`src/rtl/poly_decim_pkg.sv`:
```
package poly_decim_pkg;

    // Integer ceiling division used for stage counts.
    function automatic int ceil_div(input int num, input int den);
        return (num + den - 1) / den;
    endfunction

    // Bits needed to count 0..n-1 (at least one bit).
    function automatic int count_bits(input int n);
        return (n <= 2) ? 1 : $clog2(n);
    endfunction

endpackage

```
`src/rtl/pdf_phase_ctr.sv`:
```
module pdf_phase_ctr #(
    parameter int DECIM = 3,
    parameter int PH_W  = 2
) (
    input  logic            clk,
    input  logic            rst,
    input  logic            adv,
    output logic [PH_W-1:0] phase
);
    localparam logic [PH_W-1:0] LAST = PH_W'(DECIM - 1);

    logic [PH_W-1:0] phase_d, phase_q;

    always_comb begin
        phase_d = phase_q;
        if (adv) begin
            phase_d = (phase_q == LAST) ? '0 : phase_q + 1'b1;
        end
    end

    always_ff @(posedge clk) begin
        if (rst) phase_q <= '0;
        else     phase_q <= phase_d;
    end

    assign phase = phase_q;
endmodule

```
`src/rtl/pdf_coef_sel.sv`:
```
module pdf_coef_sel #(
    parameter int COEF_W = 8,
    parameter int TAPS   = 9,
    parameter int DECIM  = 3,
    parameter int STAGES = 3,
    parameter int PH_W   = 2,
    parameter logic signed [COEF_W-1:0] COEFS [TAPS] = '{default: '0}
) (
    input  logic        [PH_W-1:0]   phase,
    output logic signed [COEF_W-1:0] coef [STAGES]
);
    // Zero beyond the real taps: pads the set to STAGES*DECIM entries.
    function automatic logic signed [COEF_W-1:0] padded(input int idx);
        if (idx < TAPS) return COEFS[idx];
        return '0;
    endfunction

    logic [PH_W-1:0] first_idx;

    always_comb begin
        // Phase p contributes at distance (DECIM - p) mod DECIM from the kept index.
        first_idx = (phase == '0) ? '0 : PH_W'(DECIM) - phase;
        for (int s = 0; s < STAGES; s++) begin
            coef[s] = '0;
            for (int r = 0; r < DECIM; r++) begin
                if (first_idx == PH_W'(r)) coef[s] = padded(r + s * DECIM);
            end
        end
    end
endmodule

```
`src/rtl/pdf_tap_mul.sv`:
```
module pdf_tap_mul #(
    parameter int DATA_W = 8,
    parameter int COEF_W = 8
) (
    input  logic signed [DATA_W-1:0]        sample,
    input  logic signed [COEF_W-1:0]        coef,
    output logic signed [DATA_W+COEF_W-1:0] prod
);
    assign prod = sample * coef;
endmodule

```
`src/rtl/poly_decim_fir.sv`:
```
module poly_decim_fir
    import poly_decim_pkg::*;
#(
    parameter int DATA_W = 8,
    parameter int COEF_W = 8,
    parameter int ACC_W  = 20,
    parameter int TAPS   = 9,
    parameter int DECIM  = 3,
    parameter logic signed [COEF_W-1:0] COEFS [TAPS] =
        '{-8'sd5, 8'sd12, -8'sd128, 8'sd34, 8'sd127, 8'sd41, 8'sd9, -8'sd17, 8'sd3}
) (
    input  logic              clk,
    input  logic              rst,
    input  logic              in_valid,
    input  logic [DATA_W-1:0] in_data,
    output logic              out_valid,
    output logic [ACC_W-1:0]  out_data
);
    localparam int STAGES = ceil_div(TAPS, DECIM);
    localparam int PH_W   = count_bits(DECIM);
    localparam int PROD_W = DATA_W + COEF_W;

    typedef struct packed {
        logic [STAGES-1:0][ACC_W-1:0] acc;   // acc[0] completes first
        logic [ACC_W-1:0]             dout;
        logic                         vld;
    } state_t;

    state_t st_d, st_q;

    logic        [PH_W-1:0]   phase;
    logic signed [COEF_W-1:0] coef [STAGES];
    logic signed [PROD_W-1:0] prod [STAGES];

    pdf_phase_ctr #(.DECIM(DECIM), .PH_W(PH_W)) u_phase (
        .clk   (clk),
        .rst   (rst),
        .adv   (in_valid),
        .phase (phase)
    );

    pdf_coef_sel #(
        .COEF_W(COEF_W), .TAPS(TAPS), .DECIM(DECIM),
        .STAGES(STAGES), .PH_W(PH_W), .COEFS(COEFS)
    ) u_coef (
        .phase (phase),
        .coef  (coef)
    );

    for (genvar g = 0; g < STAGES; g++) begin : g_mul
        pdf_tap_mul #(.DATA_W(DATA_W), .COEF_W(COEF_W)) u_mul (
            .sample ($signed(in_data)),
            .coef   (coef[g]),
            .prod   (prod[g])
        );
    end

    always_comb begin
        st_d     = st_q;
        st_d.vld = 1'b0;
        if (in_valid) begin
            if (phase == '0) begin
                // Kept index: finish the oldest sum and shift the chain.
                st_d.dout = st_q.acc[0] + ACC_W'(prod[0]);
                st_d.vld  = 1'b1;
                for (int s = 0; s < STAGES - 1; s++) begin
                    st_d.acc[s] = st_q.acc[s+1] + ACC_W'(prod[s+1]);
                end
                st_d.acc[STAGES-1] = '0;
            end else begin
                for (int s = 0; s < STAGES; s++) begin
                    st_d.acc[s] = st_q.acc[s] + ACC_W'(prod[s]);
                end
            end
        end
    end

    always_ff @(posedge clk) begin
        if (rst) st_q <= '0;
        else     st_q <= st_d;
    end

    assign out_valid = st_q.vld;
    assign out_data  = st_q.dout;
endmodule

```
`config.mk`:
```
export PLATFORM = sky130hd
export DESIGN_NAME = poly_decim_fir
export DESIGN_NICKNAME = d
export VERILOG_FILES = /design/src/rtl/poly_decim_pkg.sv /design/src/rtl/pdf_phase_ctr.sv /design/src/rtl/pdf_coef_sel.sv /design/src/rtl/pdf_tap_mul.sv /design/src/rtl/poly_decim_fir.sv
export SDC_FILE = /design/constraint.sdc
export NUM_CORES = 1
export LEC_CHECK = 0
export ABC_AREA = 0
export CORE_AREA = 2 2 190 192
export CTS_BUF_LIST = sky130_fd_sc_hd__clkbuf_2 sky130_fd_sc_hd__clkbuf_4 sky130_fd_sc_hd__clkbuf_8
export CTS_CLUSTER_SIZE = 25
export DETAILED_ROUTE_END_ITERATION = 10
export DIE_AREA = 0 0 192 194
export GPL_TIMING_DRIVEN = 0
export PLACE_DENSITY = 0.47
export SYNTH_ARGS = -nofsm -noshare
export SYNTH_HDL_FRONTEND = slang
export SYNTH_SLANG_ARGS = --single-unit
```
`constraint.sdc`:
```
create_clock -name clk -period 10.4 [get_ports clk]
set_input_delay 1.56 -clock clk [delete_from_list [all_inputs] [get_ports clk]]
set_output_delay 1.56 -clock clk [all_outputs]
set_load 0.05 [all_outputs]
```
# Yosys cells after proc, flatten, opt, wreduce, memory -nomap -nowiden
# Index checks and enable logic that the tools add are counted.
# word_totals
reg_bits,83
input_bits,11
out_inout_bits,21
word_cells,47
# classes
add_sub_neg,5
mul,3
n_eq_ne,3
muxes,25
n_bitwise,1
reduce_logical,4
# op_table
operator,n
$mux 8,12
$add 20x20->20,3
$mux 60,1
$mul 8x8->16,3
$mux 6,2
$mux 4,2
$mux 7,1
$mux 2,3
$eq 2x2->1 const B,2
$logic_not 2->1,2
$mux 1,4
$add 2x1->2 const B,1
$eq 2x1->1 const B,1
$reduce_and 2->1,1
$reduce_or 2->1,1
$sub 2x2->2 const A,1
$not 1->1,1

# Logic depth before layout (Yosys ltp)
# logic_depth
ltp_word,11
ltp_mapped,33
ltp_nobuf,31

# Cells and area by module
# A second synthesis with hierarchy kept.
# unflattened
cells_unflattened,1644
area_unflattened_um2,13810.7
# modules_own_cells
mod,n_inst,cells_each,area_per_inst_um2,seq_area_each_um2
poly_decim_fir,1,746,5957.0,1621.6
pdf_tap_mul (g_mul[0].u_mul ...),2,289,2532.4,0.0
pdf_tap_mul (g_mul[2].u_mul),1,284,2511.2,0.0
pdf_coef_sel,1,28,198.9,0.0
pdf_phase_ctr,1,8,78.8,40.0

# Least setup slack after synthesis
# Ideal clock, no wire load.
# synth_timing
path_kind,input port to flip-flop
startpoint,input port in_data[7]
endpoint,register st_q[60] (netlist name)
setup_ns,0.112
t_arrival_ns,7.152
required_time_ns,10.288
setup_slack_ns,3.136
cell_stages,28
n_path_buf,1
path_cell_list,clkbuf_1 > inv_1 > fa_1 > fa_1 > inv_1 > fa_1 > inv_1 > fa_1 > inv_1 > ha_1 > a21oi_1 > o21ai_1 > a21oi_1 > nor2b_1 > o21a_1 > nor2_1 > xnor2_1 > ha_1 > and2_1 > nor4_1 > o211ai_1 > o31ai_1 > o21a_1 > o2111ai_1 > a21oi_1 > xnor3_1 > nor2_1 > a2111oi_1
# synth_via
elab_chain_cells,3
word_cells_on_any_way,5
# synth_rtl
item,line_no,text
start: declaration,poly_decim_fir.sv:15,"input logic [DATA_W-1:0] in_data,"
$mul 8x8->16,pdf_tap_mul.sv:9,assign prod = sample * coef;
$add 20x20->20 (on tied branches),"poly_decim_fir.sv:72, poly_decim_fir.sv:67",
$mux 60 *,poly_decim_fir.sv:62,if (phase == '0) begin
end signal: assignment,poly_decim_fir.sv:80,else st_q <= st_d;
end: declaration,poly_decim_fir.sv:29,"state_t st_d, st_q;"
# Every way passes the cells marked *; elsewhere a longest branch is shown, timed or not.
# A chain may end at the register's enable or synchronous reset.

# Worst setup path in the final report
# layout_timing
startpoint,input port in_data[2]
endpoint,register st_q[60] (netlist name)
# The elaborated chain is that of the path after synthesis.

==> results.md <==
* Cell variety after synth at 63
* CTS Sinks at 83
* Min-delay src: out_data[4]
* P&R area growth vs syn at 8.76%
* Hold slack at 458 ps
* Slew Limit Headroom at 0.291
* Antenna viol nets, final at 0
* Gr usage total at 0.182
* R2r setup slk at 2590 ps
* Worst setup EP type: register
* Skew final at 13.3 ps
* Crit path max fanout at 10
* Final hold violation count at 0
* Area of the mapped netlist at 12200 sq um
* Layout Nets at 1803
* Final WL at 32.7 mm
* Largest net degree at the start of global routing at 15
* GR Overflow Total at 0
* Ports at 32
* Cts repair resizes at 0
* Max-cap violations at 0
* Min Tclk post-route at 8660 ps
* Die area at 37200 sq um
* Clock transition at the registers of the reported paths at 100 ps
* CTS tree: built
* Synth area leaders: fa_1 22%, ha_1 17%, dfxtp_1 14%
* ANT cells at 0
* Crit path required time at 10680 ps
* Register area share after synthesis at 0.136
* Initial Utilization at 0.346
* Avg Vias per Cell at 4.85
* CTS H-tree lvls at 3
* Root buf cell: clkbuf_8
* Hold depth at 2
* Most frequent cells after synthesis: 278 x inv_1, 165 x ha_1, 150 x nor2_1
* Cts bufs inserted at 9
* EDFF count, synth at 0
* Yosys top cell area share at 0.215
* Share of cells above drive strength 1 at 0.0300
* Final core occ at 0.377
* Crit path max-delay cell type: xnor2_1
* Syn Inst Count at 1457
* First-pass GRT wire length at 52.5 mm
* Die Y at 194 microns
* Synth Register Bits at 83
* R2r endpoint: st_q[60]
* Post-Synthesis Net Count at 1764
* Slew at the pin closest to its max-slew limit at 1060 ps
* Port buffer count at 28
* Final worst-path cycle share at 0.833
* Initial antenna violation count at 0
* Critical Path AT at 8940 ps
* Worst hold path class: register to register
* Ys async rst share at 0
* Worst Path Class, Setup: input pin to register
* TNS Setup at 0 ps
* Number of DRC markers in iteration 0 at 468
* Worst skew pair latency at 390 ps
* RSZ-0062 raised after global routing: no
* Filler instances at 3704
* DP HPWL at 27.8 mm
* Drt wl/cell at 16.7 microns
* Main synth FF type: dfxtp_1
* Placer Congestion at 0.905
* Count of final setup violators at 0
* Clock tree buffer depth at 2
* Leading area contributor after synthesis: fa_1
* R2R cell count at 30
* Fin worst setup slack at 1740 ps
* Most frequent cell after synthesis: inv_1
* Synth warnings at 0
* Number of global-route vias before repair at 9446
* Width of the die at 192 microns
* Hold path endpoint: out_data[4]
* Fin. max-slew vios at 0
* Critical R2R Launch: u_phase.phase[0]
* Core area at 35200 sq um
* Mean area per synthesized cell at 8.37 sq um
* Critical Path Source Type: input pin
* Status: completed
* Max incr delay on CP at 850 ps
* Row count at 69
* Worst slack, placed at 1280 ps
* Via count at 9519
* Postcts setup bufs at 0
* Post-CTS Hold Fix Bufs at 0
* Initial DRT Pass Iterations at 5
* Remaining DRCs at 0
* Maximum clock rate at 115 MHz
## state kept, by name (all words and copies together) (netlist names)
name,cells
st_q,60
u_phase.phase,2
out_valid,1
out_data,20
## placed cells by master, fill, tap and decap left out, types with 8 or more instances in the layout
cell type,count
fa_1,131
o21ai_0,14
xor2_1,27
a21o_1,16
inv_1,278
nand3_1,12
buf_4,20
clkdlybuf4s50_1,28
a21oi_1,84
and2_1,10
clkbuf_1,46
nor2b_1,13
nor3_1,23
nand2_1,79
dfxtp_1,83
a22oi_1,22
mux2i_1,24
o21bai_1,13
nand2b_1,20
nor2_1,150
ha_1,165
a211oi_1,35
o21a_1,21
o21ai_1,16
o211ai_1,8
xnor2_1,70
clkbuf_8,11
## cells by family after synthesis
| kind of cell | after synthesis | share of synthesized area |
|---|---|---|
| XOR/XNOR | 100 | 0.0748 |
| flip-flops | 83 | 0.136 |
| adder cells (fa/ha/maj) | 296 | 0.384 |
| multiplexers | 24 | 0.0197 |
| AO/OA/AOI/OAI | 274 | 0.152 |
| AND/OR/NAND/NOR | 329 | 0.118 |
| buffers and inverters | 351 | 0.114 |
## per-layer routing
layer  up-vias  part of all wire  track usage
li1       4820                 -            -
met1      4534              0.50        0.262
met2       139              0.45        0.289
met3        26             0.029       0.0224
met4         0             0.022       0.0444
met5         -                 0            0
## critical path, delay by kind of cell
kind,cells,cell delay [ps]
buffers and inverters,5,1200
AOI/OAI and AO/OA,9,1820
adders and majority gates,6,2460
xor gates and xnor gates,3,1300
and+or+nand+nor,2,580
## layout make-up
type	count	area [sq um]	share of cell area
plain buffers	71	342	0.0257
clock buffers	11	151	0.0114
clock inverters	5	60.1	0.00453
inverters	280	1050	0.0792
multi-input cells	1023	9140	0.689
flip-flops and latches	83	1660	0.125
well taps	461	577	0.0435
repair buffers	28	280	0.0211
## through the flow
step,instances,area (sq um)
2_1_floorplan,1457,12200
3_3_place_gp,1946,13100
3_5_place_dp,1946,13100
4_1_cts,1962,13300
5_1_grt,1962,13300
6_report,1962,13300
## how the worst max path moves through the flow
stage                     startpoint  endpoint  slack (ps)  cells past startpoint
after detailed placement  in_data[2]  st_q[60]        1280                     25
final                     in_data[2]  st_q[60]        1740                     25
after global placement    in_data[2]  st_q[60]        1290                     25
after CTS                 in_data[2]  st_q[60]        1660                     25
after global routing      in_data[2]  st_q[60]        1290                     25
after floorplan           in_data[7]  st_q[60]        3140                     28
Power is not shown: default switching activity piles up to over one toggle a cycle in this logic, so the estimate is an artifact.
